**config.mk**
```make
export PLATFORM = sky130hd
export DESIGN_NAME = wpb_mask_ctl
export DESIGN_NICKNAME = d
export VERILOG_FILES = /design/src/rtl/wpm_pkg.sv /design/src/rtl/wpm_row_ctl.sv /design/src/rtl/wpm_col_trk.sv /design/src/rtl/wpm_mask_sel.sv /design/src/rtl/wpb_mask_ctl.sv
export SDC_FILE = /design/constraint.sdc
export NUM_CORES = 1
export LEC_CHECK = 0
export BUFFER_PORTS_ARGS = -buffer_cell sky130_fd_sc_hd__buf_2
export CAP_MARGIN = 20
export CORE_MARGIN = 3
export CORE_UTILIZATION = 30
export DETAILED_ROUTE_END_ITERATION = 12
export SLEW_MARGIN = 15
export SYNTH_ARGS = -nofsm -noshare
export SYNTH_HDL_FRONTEND = slang
export SYNTH_SLANG_ARGS = --single-unit
```
**constraint.sdc**
```tcl
create_clock -name clk -period 1.97 [get_ports clk]
set_clock_uncertainty 0.1 [all_clocks]
set_input_delay 0.197 -clock clk [delete_from_list [all_inputs] [get_ports clk]]
set_output_delay 0.197 -clock clk [all_outputs]
set_load 0.02 [all_outputs]
```
**src/rtl/wpm_pkg.sv**
```systemverilog
package wpm_pkg;

    localparam int DQ_W = 4;

    typedef enum logic [2:0] {
        ROW_IDLE  = 3'd0,
        ROW_PLAIN = 3'd1,
        ROW_NORM  = 3'd2,
        ROW_LOAD  = 3'd3,
        ROW_RFSH  = 3'd4
    } row_kind_e;

    typedef struct packed {
        logic            valid;
        logic [DQ_W-1:0] en;
        logic            special;
    } wr_out_t;

    function automatic row_kind_e decode_row(input logic rf, input logic we_l, input logic sf);
        if (rf)
            return ROW_RFSH;
        else if (!we_l)
            return sf ? ROW_LOAD : ROW_NORM;
        else
            return ROW_PLAIN;
    endfunction

    function automatic logic is_write_row(input row_kind_e k);
        return (k == ROW_PLAIN) || (k == ROW_NORM) || (k == ROW_LOAD);
    endfunction

    function automatic logic is_masked_row(input row_kind_e k);
        return (k == ROW_NORM) || (k == ROW_LOAD);
    endfunction

endpackage

```
**src/rtl/wpm_row_ctl.sv**
```systemverilog
module wpm_row_ctl
    import wpm_pkg::*;
(
    input  logic      clk,
    input  logic      rst,
    input  logic      ras_fall,
    input  logic      ras_rise,
    input  logic      we_lvl,
    input  logic      sf_sel,
    input  logic      rfsh,
    input  logic      persist_on,
    output row_kind_e kind,
    output logic      proto_err
);

    always_ff @(posedge clk) begin
        if (rst) begin
            kind      <= ROW_IDLE;
            proto_err <= 1'b0;
        end else begin
            proto_err <= 1'b0;
            if (ras_fall) begin
                kind <= decode_row(rfsh, we_lvl, sf_sel);
                if (rfsh && !we_lvl && persist_on)
                    proto_err <= 1'b1;
            end else if (ras_rise) begin
                kind <= ROW_IDLE;
            end
        end
    end


    err_needs_persist_chk: assert property (@(posedge clk) disable iff (rst)
        proto_err |-> ($past(persist_on) && kind == ROW_RFSH));


    masked_row_open_chk: assert property (@(posedge clk) disable iff (rst)
        (ras_fall && !rfsh && !we_lvl) |=> is_masked_row(kind));

endmodule

```
**src/rtl/wpm_col_trk.sv**
```systemverilog
module wpm_col_trk
    import wpm_pkg::*;
(
    input  logic      clk,
    input  logic      rst,
    input  row_kind_e kind,
    input  logic      ras_fall,
    input  logic      ras_rise,
    input  logic      cas_fall,
    input  logic      we_fall,
    input  logic      we_lvl,
    input  logic      sf_sel,
    output logic      evt,
    output logic      evt_sf
);

    logic cas_pend;
    logic pend_sf;
    logic row_edge;
    logic early_wr;
    logic late_wr;

    assign row_edge = ras_fall || ras_rise;
    assign early_wr = !row_edge && is_write_row(kind) && cas_fall && !we_lvl;
    assign late_wr  = !row_edge && is_write_row(kind) && !cas_fall && we_fall && cas_pend;
    assign evt      = early_wr || late_wr;
    assign evt_sf   = early_wr ? sf_sel : pend_sf;

    always_ff @(posedge clk) begin
        if (rst) begin
            cas_pend <= 1'b0;
            pend_sf  <= 1'b0;
        end else if (row_edge) begin
            cas_pend <= 1'b0;
        end else if (is_write_row(kind) && cas_fall && we_lvl) begin
            cas_pend <= 1'b1;
            pend_sf  <= sf_sel;
        end else if (evt) begin
            cas_pend <= 1'b0;
        end
    end


    pend_drop_chk: assert property (@(posedge clk) disable iff (rst)
        row_edge |=> !cas_pend);


    late_needs_pend_chk: assert property (@(posedge clk) disable iff (rst)
        late_wr |-> $past(cas_fall || cas_pend));

endmodule

```
**src/rtl/wpm_mask_sel.sv**
```systemverilog
module wpm_mask_sel
    import wpm_pkg::*;
#(
    parameter int DW = DQ_W
) (
    input  logic          clk,
    input  logic          rst,
    input  row_kind_e     kind,
    input  logic          ras_fall,
    input  logic          ras_rise,
    input  logic          evt,
    input  logic [DW-1:0] dq,
    output logic [DW-1:0] en,
    output logic          persist_on
);

    localparam logic [DW-1:0] ALL_ON = {DW{1'b1}};

    logic          taken;
    logic [DW-1:0] nmask;
    logic [DW-1:0] pmask;
    logic          first_cap;

    assign first_cap = evt && !taken && is_masked_row(kind);

    always_comb begin
        unique case (kind)
            ROW_NORM: en = taken ? nmask : dq;
            ROW_LOAD: en = taken ? pmask : dq;
            default:  en = persist_on ? pmask : ALL_ON;
        endcase
    end

    always_ff @(posedge clk) begin
        if (rst) begin
            taken      <= 1'b0;
            nmask      <= ALL_ON;
            pmask      <= ALL_ON;
            persist_on <= 1'b0;
        end else if (ras_fall || ras_rise) begin
            taken <= 1'b0;
            if (ras_rise)
                nmask <= ALL_ON;
        end else if (first_cap) begin
            taken <= 1'b1;
            if (kind == ROW_NORM) begin
                nmask      <= dq;
                persist_on <= 1'b0;
            end else begin
                pmask      <= dq;
                persist_on <= 1'b1;
            end
        end
    end


    persist_exit_chk: assert property (@(posedge clk) disable iff (rst)
        $fell(persist_on) |-> $past(kind == ROW_NORM && evt));


    persist_enter_chk: assert property (@(posedge clk) disable iff (rst)
        $rose(persist_on) |-> $past(kind == ROW_LOAD && evt));


    refresh_keeps_mask_chk: assert property (@(posedge clk) disable iff (rst)
        (kind == ROW_RFSH && !ras_fall && !ras_rise) |=> $stable(pmask));

endmodule

```
**src/rtl/wpb_mask_ctl.sv**
```systemverilog
module wpb_mask_ctl
    import wpm_pkg::*;
#(
    parameter int DW = DQ_W
) (
    input  logic          clk,
    input  logic          rst,
    input  logic          ras_fall,
    input  logic          ras_rise,
    input  logic          cas_fall,
    input  logic          we_fall,
    input  logic          we_lvl,
    input  logic          sf_sel,
    input  logic          rfsh,
    input  logic [DW-1:0] dq,
    output logic          wr_valid,
    output logic [DW-1:0] wr_en,
    output logic          wr_special,
    output logic          wpb_row,
    output logic          persist_on,
    output logic          proto_err
);

    row_kind_e     kind;
    logic          evt;
    logic          evt_sf;
    logic [DW-1:0] en_now;
    wr_out_t       wr_q;

    wpm_row_ctl u_row (
        .clk        (clk),
        .rst        (rst),
        .ras_fall   (ras_fall),
        .ras_rise   (ras_rise),
        .we_lvl     (we_lvl),
        .sf_sel     (sf_sel),
        .rfsh       (rfsh),
        .persist_on (persist_on),
        .kind       (kind),
        .proto_err  (proto_err)
    );

    wpm_col_trk u_col (
        .clk      (clk),
        .rst      (rst),
        .kind     (kind),
        .ras_fall (ras_fall),
        .ras_rise (ras_rise),
        .cas_fall (cas_fall),
        .we_fall  (we_fall),
        .we_lvl   (we_lvl),
        .sf_sel   (sf_sel),
        .evt      (evt),
        .evt_sf   (evt_sf)
    );

    wpm_mask_sel #(.DW(DW)) u_mask (
        .clk        (clk),
        .rst        (rst),
        .kind       (kind),
        .ras_fall   (ras_fall),
        .ras_rise   (ras_rise),
        .evt        (evt),
        .dq         (dq),
        .en         (en_now),
        .persist_on (persist_on)
    );

    always_ff @(posedge clk) begin
        if (rst) begin
            wr_q <= '{valid: 1'b0, en: {DW{1'b1}}, special: 1'b0};
        end else begin
            wr_q.valid <= evt;
            if (evt) begin
                wr_q.en      <= en_now;
                wr_q.special <= evt_sf;
            end
        end
    end

    assign wr_valid   = wr_q.valid;
    assign wr_en      = wr_q.en;
    assign wr_special = wr_q.special;
    assign wpb_row    = is_masked_row(kind);


    plain_all_on_chk: assert property (@(posedge clk) disable iff (rst)
        (wr_valid && $past(kind == ROW_PLAIN && !persist_on)) |-> (wr_en == {DW{1'b1}}));


    no_refresh_write_chk: assert property (@(posedge clk) disable iff (rst)
        wr_valid |-> $past(is_write_row(kind)));

endmodule

```
==> results.sh, run 1 <==
export IMPL_cts_made_buffers=3
export IMPL_die_w_um=66.2
export IMPL_fin_area_um2=1220
export IMPL_drt_total_wl_um=2380
export IMPL_critPathLaunchType="flip-flop"
export IMPL_min_from="sf_sel"
export IMPL_place_gp_congestion=0.829
export IMPL_clk_latency_ns=0.31
export IMPL_overflow=0
export IMPL_fp_row_count=21
export IMPL_clk_pin_slew_ns=0.13
export IMPL_crit_path_end_kind="flip-flop"
export IMPL_hold_viol_final=0
export IMPL_syn_to_final_growth_pct=12.5
export IMPL_path_class="reg2reg"
export IMPL_netlist_top_cells_area="dfxtp_1, mux2i_1, nor2_1"
export IMPL_fmax_mhz=561
export IMPL_period_share=0.905
export IMPL_synth_common_cells="dfxtp_1, nor2_1, mux2i_1"
export IMPL_rsz0062_at_grt="no"
export IMPL_yosysTopAreaCell="dfxtp_1"
export IMPL_start_util=0.319
export IMPL_dr_wl_met2_um=1140
export IMPL_io_pins=22
export IMPL_relSlewSlack=0.649
export IMPL_grt_max_degree=26
export IMPL_io_buffer_count=21
export IMPL_antenna_found_initial=0
export IMPL_synth_nets=137
export IMPL_core_um2=3420
export IMPL_critPathMaxFanout=13
export IMPL_dp_hpwl_um=1770
export IMPL_met3_length_um=87
export IMPL_rrSetupSlack_ns=0.19
export IMPL_hold_class="in2reg"
export IMPL_first_global_vias=860
export IMPL_avgViaCountPerCell=4.92
export IMPL_ys_seq_area_frac=0.405
export IMPL_status="finished clean"
export IMPL_top_layer_used="met4"
export IMPL_setup_viol=0
export IMPL_firstDrtPassIters=4
export IMPL_reg2reg_depth=4
export IMPL_netlist_instances=124
export IMPL_rr_startpoint="u_row.kind[0]"
export IMPL_nets=152
export IMPL_num_vias=905
export IMPL_finalSetupTns_ns=0
export IMPL_wl_met1_um=1100
export IMPL_startpoint="u_row.kind[0]"
export IMPL_drive_gt1_frac=0.225
export IMPL_ctsResizeCount=0
export IMPL_antenna_cells=0
export IMPL_maxCapViolCount=0
export IMPL_avgSynthCellArea_um2=8.78
export IMPL_stdcell_count=184
export IMPL_clockRootBuffer="clkbuf_4"
export IMPL_grt_pass1_wl_um=3930
export IMPL_final_util=0.359
export IMPL_postCtsSetupBuffers=0
export IMPL_slew_viol_final=0
export IMPL_critical_path_arrival_ns=1.90
export IMPL_endpoint="u_mask.pmask[0]"
export IMPL_cts_tree="yes"
export IMPL_drt_iter0_drc=29
export IMPL_grt_use_total=0.115
export IMPL_placed_area_um2=1190
export IMPL_synthFlopType="dfxtp_1"
export IMPL_finalPower_uw=777
export IMPL_hold_buffers=0
export IMPL_detail_route_antenna_nets=0
export IMPL_synthArstFlopShare=0
export IMPL_yosysWarnings=0
export IMPL_route_detailed_drc=0
export IMPL_yosysTopAreaCellShare=0.405
export IMPL_clockBufferDepth=2
export IMPL_powerDensity_nw_per_um2=635
export IMPL_cp_required_ns=2.08
export IMPL_p_leak_uw=0.000515
export IMPL_synth_edf_count=0
export IMPL_syn_cell_area_um2=1090
export IMPL_rr_endpoint="u_mask.pmask[0]"
export IMPL_ir_drop_mv=0.290
export IMPL_place_inst=180
export IMPL_tightest_slew_ns=0.527
export IMPL_synth_cell_types=32
export IMPL_wl_per_cell_um=12.9
export IMPL_fp_dieH_um=66.2
export IMPL_h_tree_depth=1
export IMPL_clkSinkCount=22
export IMPL_die_area_um2=4390
export IMPL_synth_most_common_cell="dfxtp_1"
export IMPL_timing_final_crit_period_ns=1.78
export IMPL_ys_seq_elements=22
logic make-up (layout without fill, tap and decap cells):
family          count (synthesis)  count (layout)  share of synthesized area
compound gates                 24              24                      0.166
mux                            11              11                      0.101
simple gates                   54              54                      0.264
buf+inv                        13              27                     0.0644
flops                          22              22                      0.405
worst min path at each step:
stage / cells after the start / slack [ns] / end
floorplan: 1 / 0.18 / u_row.proto_err
global placement: 2 / 0.35 / wr_special
detailed placement: 2 / 0.35 / wr_special
CTS: 3 / 0.05 / u_col.pend_sf
global route: 2 / 0.06 / u_row.proto_err
finish: 3 / 0.05 / u_col.pend_sf
layout make-up:
type,instances,area (um^2)
inverter,2,7.51
timing repair buffer,21,105
tap,46,57.6
fill,371,2190
clock buffer,4,36.3
sequential,22,440
multi-input combinational,89,578
cells in the final DEF (no fill, tap or decap), types with 2 or more instances in the layout:
master and instances:
nor3_1 7, clkbuf_4 3, inv_1 2, nor3b_1 3
buf_2 21, o21ai_0 5, a21oi_1 6, dfxtp_1 22
mux2i_1 11, nand2b_1 8, a221oi_1 3, a22oi_1 4
nor2_1 21, nand2_1 5
metrics by stage:
stage / worst slack, ns / hold slack [ns]
6_report: 0.186 / 0.0519
5_1_grt: 0.0681 / 0.0592
3_3_place_gp: 0.259 / 0.349
2_1_floorplan: 0.443 / 0.175
4_1_cts: 0.192 / 0.0535
3_5_place_dp: 0.208 / 0.353
sequential cells by signal, summed over array words and instances (netlist names):
| register | cells |
|---|---|
| u_mask.nmask | 4 |
| u_col.pend_sf | 1 |
| u_row.kind | 3 |
| wr_en | 4 |
| u_row.proto_err | 1 |
| u_mask.persist_on | 1 |
| u_col.cas_pend | 1 |
| wr_special | 1 |
| wr_valid | 1 |
| u_mask.pmask | 4 |
| u_mask.taken | 1 |
worst max-delay path: stages (launching register included):
cell and delay, ns:
dfxtp_1 0.55, o21ba_4 0.23, o211ai_4 0.15, or4_4 0.51, mux2i_1 0.15
where the power goes:
part | switching [uW] | internal, uW
clock network | 143 | 113
registers | 4.06 | 448
logic | 41.8 | 27.4
total | 189 | 588
per-layer routing:
layer	vias to the layer above	GRT usage
met2	18	0.186
li1	458	-
met3	5	0.0119
met1	424	0.148
met5	-	0
met4	0	0.0635
(Power assumes the default switching activity.)
==> run 2: changes to the inputs <==
--- a/config.mk
+++ b/config.mk
@@ -13,4 +13,5 @@
 export SLEW_MARGIN = 15
 export SYNTH_ARGS = -nofsm -noshare
 export SYNTH_HDL_FRONTEND = slang
+export SYNTH_HIERARCHICAL = 1
 export SYNTH_SLANG_ARGS = --single-unit
==> run 2 against run 1 <==
  * First-iteration DRC count is 45% higher
  * Total power is 21% higher
  * Global-route usage is 0.73 points higher
  * Die area is 3.2% higher
  * Count of clock-buffer cells in the layout is 1 lower
  * Synthesized cell count is 3.2% lower
  * Core utilization is 3.5 points higher
  * Fmax is 3.4% lower
  * Critical endpoint is now u_mask/persist_on
  * Sequential share of layout area is 3.7 points lower
  * Non-clock buffer count is 5 higher
  * Wire length is 8.4% higher
  * Worst setup slack worse by 0.063 ns
==> results.sh, run 2 <==
export IMPL_period_share=0.937
export IMPL_muxShareOfSynthArea=0.112
export IMPL_synth_compound_area_frac=0.160
export IMPL_io_buffer_count=21
export IMPL_synth_common_cells="dfxtp_1, a21oi_1, nor2_1"
export IMPL_rsz0062_at_grt="no"
export IMPL_synthFlopType="dfxtp_1"
export IMPL_antenna_found_initial=0
export IMPL_critPathMaxFanout=7
export IMPL_tightest_slew_ns=0.510
export IMPL_yosysTopAreaCellShare=0.391
export IMPL_clk_latency_ns=0.26
export IMPL_avgSynthCellArea_um2=9.39
export IMPL_clockRootBuffer="clkbuf_8"
export IMPL_timing_final_crit_period_ns=1.85
export IMPL_avgViaCountPerCell=5.14
export IMPL_synth_edf_count=0
export IMPL_hold_buffers=0
export IMPL_nets=160
export IMPL_die_w_um=67.3
export IMPL_synth_fa_ha_area_frac=0
export IMPL_clkSinkCount=22
export IMPL_netlist_top_cells_area="dfxtp_1, mux2i_1, mux2_2"
export IMPL_ys_seq_area_frac=0.391
export IMPL_synthArstFlopShare=0
export IMPL_cp_required_ns=2.03
export IMPL_start_util=0.325
export IMPL_synth_nets=133
export IMPL_postCtsSetupBuffers=0
export IMPL_fp_dieH_um=67.3
export IMPL_ys_seq_elements=22
export IMPL_clockBufferDepth=2
export IMPL_cts_tree="yes"
export IMPL_final_util=0.394
export IMPL_synth_cell_types=37
export IMPL_fmax_mhz=542
export IMPL_hold_class="in2reg"
export IMPL_ir_drop_mv=0.379
export IMPL_grt_use_total=0.122
export IMPL_filler_cell_count=375
export IMPL_cts_made_buffers=3
export IMPL_io_pins=22
export IMPL_p_leak_uw=0.000526
export IMPL_final_common_cell="dfxtp_1"
export IMPL_wl_per_cell_um=13.4
export IMPL_drive_gt1_frac=0.308
export IMPL_synth_most_common_cell="dfxtp_1"
export IMPL_drt_total_wl_um=2580
export IMPL_netlist_instances=120
export IMPL_rrSetupSlack_ns=0.12
export IMPL_setup_viol=0
export IMPL_grt_pass1_wl_um=4200
export IMPL_synthSimpleGateAreaFrac=0.301
export IMPL_ctsResizeCount=0
export IMPL_critPathLaunchType="flip-flop"
export IMPL_antenna_cells=0
export IMPL_powerDensity_nw_per_um2=692
export IMPL_yosysTopAreaCell="dfxtp_1"
export IMPL_critical_path_arrival_ns=1.91
export IMPL_hold_viol_final=0
export IMPL_firstDrtPassIters=4
export IMPL_finalSetupTns_ns=0
export IMPL_synth_xor_area_frac=0
export IMPL_fp_row_count=21
export IMPL_num_vias=986
export IMPL_grt_max_degree=17
export IMPL_path_class="reg2reg"
export IMPL_yosysWarnings=6
export IMPL_dp_hpwl_um=1980
export IMPL_place_gp_congestion=0.724
export IMPL_synth_top_family_by_area="simple AND/OR/NAND/NOR gates"
export IMPL_route_detailed_drc=0
export IMPL_status="finished clean"
export IMPL_overflow=0
export IMPL_crit_path_end_kind="flip-flop"
export IMPL_final_cell_mix="dfxtp_1, buf_2, nor2_1, a21oi_1"
export IMPL_relSlewSlack=0.659
export IMPL_core_um2=3470
export IMPL_h_tree_depth=1
export IMPL_detail_route_antenna_nets=0
export IMPL_first_global_vias=909
export IMPL_maxCapViolCount=0
export IMPL_syn_to_final_growth_pct=21.1
export IMPL_clk_pin_slew_ns=0.08
export IMPL_die_area_um2=4530
export IMPL_drt_iter0_drc=42
export IMPL_syn_cell_area_um2=1130
export IMPL_slew_viol_final=0
-- run 2: path summary, 6_finish.rpt --
| path | from | to | cells past startpoint |
|---|---|---|---|
| max | u_row/kind[2] | u_mask/persist_on | 5 |
| min | we_lvl | u_row/proto_err | 2 |
| max reg2reg | u_row/kind[2] | u_mask/persist_on | 5 |
| min reg2reg | u_col/pend_sf | u_col/pend_sf | 2 |
-- run 2: kinds of logic (layout without fill, tap and decap cells) --
group	Yosys count	count (layout)
flops	22	22
compound gates	28	28
mux	12	12
buf+inv	6	32
simple gates	52	52
-- run 2: report_power, final --
part | total (uW) | leakage, uW | switching, uW | internal, uW
Sequential | 451 | 0.000178 | 2.69 | 448
Clock | 417 | 0.0000357 | 146 | 271
Combinational | 76.3 | 0.000312 | 45.3 | 31.0
Total | 944 | 0.000526 | 194 | 750
-- run 2: layout make-up --
class | count | area [um^2] | area share
Clock buffer | 3 | 41.3 | 0.0302
Clock inverter | 1 | 30.0 | 0.0220
Inverter | 2 | 7.51 | 0.00550
Multi-Input combinational cell | 92 | 646 | 0.473
Sequential cell | 22 | 440 | 0.323
Tap cell | 46 | 57.6 | 0.0422
Timing Repair Buffer | 26 | 143 | 0.104
-- run 2: per-layer routing --
| layer | vias up | global-route usage | wire [um] |
|---|---|---|---|
| li1 | 492 | - | - |
| met1 | 468 | 0.150 | 1130 |
| met2 | 24 | 0.212 | 1310 |
| met3 | 2 | 0.0216 | 107 |
| met4 | 0 | 0.0456 | 29 |
| met5 | - | 0 | 0 |
-- run 2: worst max-delay path, cell delays in order, from the launching register on --
cell and delay [ns]:
dfxtp_1 0.36, o21ba_1 0.27, and3_2 0.23, nand3b_4 0.08, or4_4 0.46, a31o_1 0.24
-- run 2: through the flow --
step	setup WS, ns	cell area [um^2]	power [uW]	hold WS [ns]	cells
global route	0.0461	1370	990	0.0716	192
global placement	0.206	1290	536	0.355	188
floorplan	0.148	1130	497	0.166	120
finish	0.124	1370	944	0.0810	192
detailed placement	0.149	1290	538	0.354	188
CTS	0.125	1370	958	0.0667	192
==> run 3: changes to the inputs <==
--- a/config.mk
+++ b/config.mk
@@ -8,8 +8,10 @@
 export BUFFER_PORTS_ARGS = -buffer_cell sky130_fd_sc_hd__buf_2
 export CAP_MARGIN = 20
 export CORE_MARGIN = 3
-export CORE_UTILIZATION = 30
+export CORE_UTILIZATION = 53
 export DETAILED_ROUTE_END_ITERATION = 12
+export GPL_ROUTABILITY_DRIVEN = 1
+export PLACE_DENSITY = 0.77
 export SLEW_MARGIN = 15
 export SYNTH_ARGS = -nofsm -noshare
 export SYNTH_HDL_FRONTEND = slang
==> run 3 against run 2 <==
  * Flip-flop and latch count stayed put
  * Core utilization is 28 points higher
  * Sequential power hardly changed
  * Critical endpoint unchanged
  * Highest routed layer unchanged
  * Final cell count is 9.4% lower
==> results.sh, run 3 (same netlist as run 2, synthesis figures left out) <==
export IMPL_met3_length_um=109
export IMPL_hold_buffers=1
export IMPL_min_path_cells=3
export IMPL_firstDrtPassIters=4
export IMPL_finalSetupTns_ns=0
export IMPL_clk_pin_slew_ns=0.13
export IMPL_grt_max_degree=17
export IMPL_path_class="in2reg"
export IMPL_slowest_stage="dlygate4sd3_1"
export IMPL_final_cell_mix="dfxtp_1, buf_2, nor2_1, a21oi_1"
export IMPL_io_pins=22
export IMPL_clk_latency_ns=0.31
export IMPL_critPathBufInv=2
export IMPL_h_tree_depth=1
export IMPL_hold_viol_final=0
export IMPL_die_area_um2=2720
export IMPL_tightest_slew_ns=0.487
export IMPL_critical_path_arrival_ns=2.01
export IMPL_reg2reg_depth=5
export IMPL_maxCapViolCount=0
export IMPL_rr_startpoint="u_row/kind[2]"
export IMPL_filler_cell_count=165
export IMPL_grt_pass1_wl_um=4070
export IMPL_clockBufferDepth=2
export IMPL_critPathLaunchType="primary input"
export IMPL_route_detailed_drc=0
export IMPL_ir_drop_mv=0.460
export IMPL_fin_area_um2=1330
export IMPL_cts_tree="yes"
export IMPL_min_from="dq[0]"
export IMPL_syn_to_final_growth_pct=18.2
export IMPL_drt_total_wl_um=2450
export IMPL_grt_use_total=0.203
export IMPL_powerDensity_nw_per_um2=660
export IMPL_postCtsSetupBuffers=0
export IMPL_p_leak_uw=0.000523
export IMPL_rsz0062_at_grt="no"
export IMPL_dr_wl_met2_um=1170
export IMPL_drt_iter0_drc=17
export IMPL_num_vias=990
export IMPL_period_share=0.961
export IMPL_cts_made_buffers=3
export IMPL_fp_row_count=16
export IMPL_fmax_mhz=528
export IMPL_clkSinkCount=22
export IMPL_io_buffer_count=21
export IMPL_detail_route_antenna_nets=0
export IMPL_wl_met1_um=1130
export IMPL_antenna_cells=0
export IMPL_placed_area_um2=1270
export IMPL_avgViaCountPerCell=5.69
export IMPL_die_w_um=52.1
export IMPL_overflow=0
export IMPL_start_util=0.569
export IMPL_min_to="u_mask/nmask[0]"
export IMPL_final_common_cell="dfxtp_1"
export IMPL_status="finished clean"
export IMPL_cp_required_ns=2.09
export IMPL_slew_viol_final=0
export IMPL_path_cells="dlygate4sd3_1 -> buf_2 -> mux2i_1 -> and3_2 -> nand3b_4 -> or4_4 -> a31o_1"
export IMPL_relSlewSlack=0.674
export IMPL_cpPeakStageDelay_ns=0.54
export IMPL_crit_path_end_kind="flip-flop"
export IMPL_hold_class="in2reg"
export IMPL_wl_per_cell_um=14.1
export IMPL_ctsResizeCount=0
export IMPL_fp_dieH_um=52.1
export IMPL_top_layer_used="met4"
export IMPL_antenna_found_initial=0
export IMPL_dp_hpwl_um=1770
export IMPL_drive_gt1_frac=0.306
export IMPL_critPathMaxFanout=6
export IMPL_place_gp_congestion=0.758
export IMPL_cp_top_family="simple AND/OR/NAND/NOR gates"
export IMPL_nets=161
export IMPL_rrSetupSlack_ns=0.10
export IMPL_clockRootBuffer="clkbuf_4"
export IMPL_setup_viol=0
export IMPL_first_global_vias=911
export IMPL_rr_endpoint="u_mask/persist_on"
export IMPL_core_um2=1980
export IMPL_timing_final_crit_period_ns=1.89
run 3: area by class of cell:
| class | count | area, um^2 | area share |
|---|---|---|---|
| sequential | 22 | 440 | 0.331 |
| multi-input combinational | 92 | 646 | 0.485 |
| clock inverter | 1 | 30.0 | 0.0225 |
| inverter | 2 | 7.51 | 0.00563 |
| tap | 27 | 33.8 | 0.0254 |
| timing repair buffer | 27 | 153 | 0.115 |
| clock buffer | 3 | 22.5 | 0.0169 |
run 3: how the worst max path moves through the flow:
stage                              from                 to  slack [ns]  cells past startpoint
after global placement    u_row/kind[2]  u_mask/persist_on        0.20                      5
after global routing      u_row/kind[2]    u_mask/pmask[1]        0.05                      5
after CTS                        we_lvl  u_mask/persist_on        0.11                      7
final                            we_lvl  u_mask/persist_on        0.08                      7
after detailed placement  u_row/kind[2]  u_mask/persist_on        0.15                      5
after floorplan           u_row/kind[1]  u_mask/persist_on        0.15                      5
run 3: worst min-delay path, stage by stage:
cell and delay, ns:
buf_2 0.10, nand3_1 0.06, nand3b_1 0.08
run 3: layer usage:
| metal | track usage | vias to the layer above |
|---|---|---|
| met4 | 0.0917 | 0 |
| met5 | 0 | - |
| met3 | 0.0258 | 4 |
| li1 | - | 495 |
| met1 | 0.260 | 465 |
| met2 | 0.337 | 26 |
run 3: report_power, final:
part | switching, uW | leakage, uW | internal [uW]
Combinational | 44.3 | 0.000317 | 32.3
Sequential | 3.30 | 0.000178 | 449
Clock | 145 | 0.0000279 | 206
run 3: metrics by stage:
stage,total power (uW),worst slack (ns),std cells,hold WS [ns],utilization
final,879,0.0770,174,0.0419,0.672
after detailed placement,535,0.148,169,0.341,0.641
after floorplan,497,0.148,120,0.166,-
after CTS,885,0.105,174,0.0399,0.672
after global placement,534,0.205,169,0.344,0.641
after global routing,912,0.0548,174,0.0490,0.672
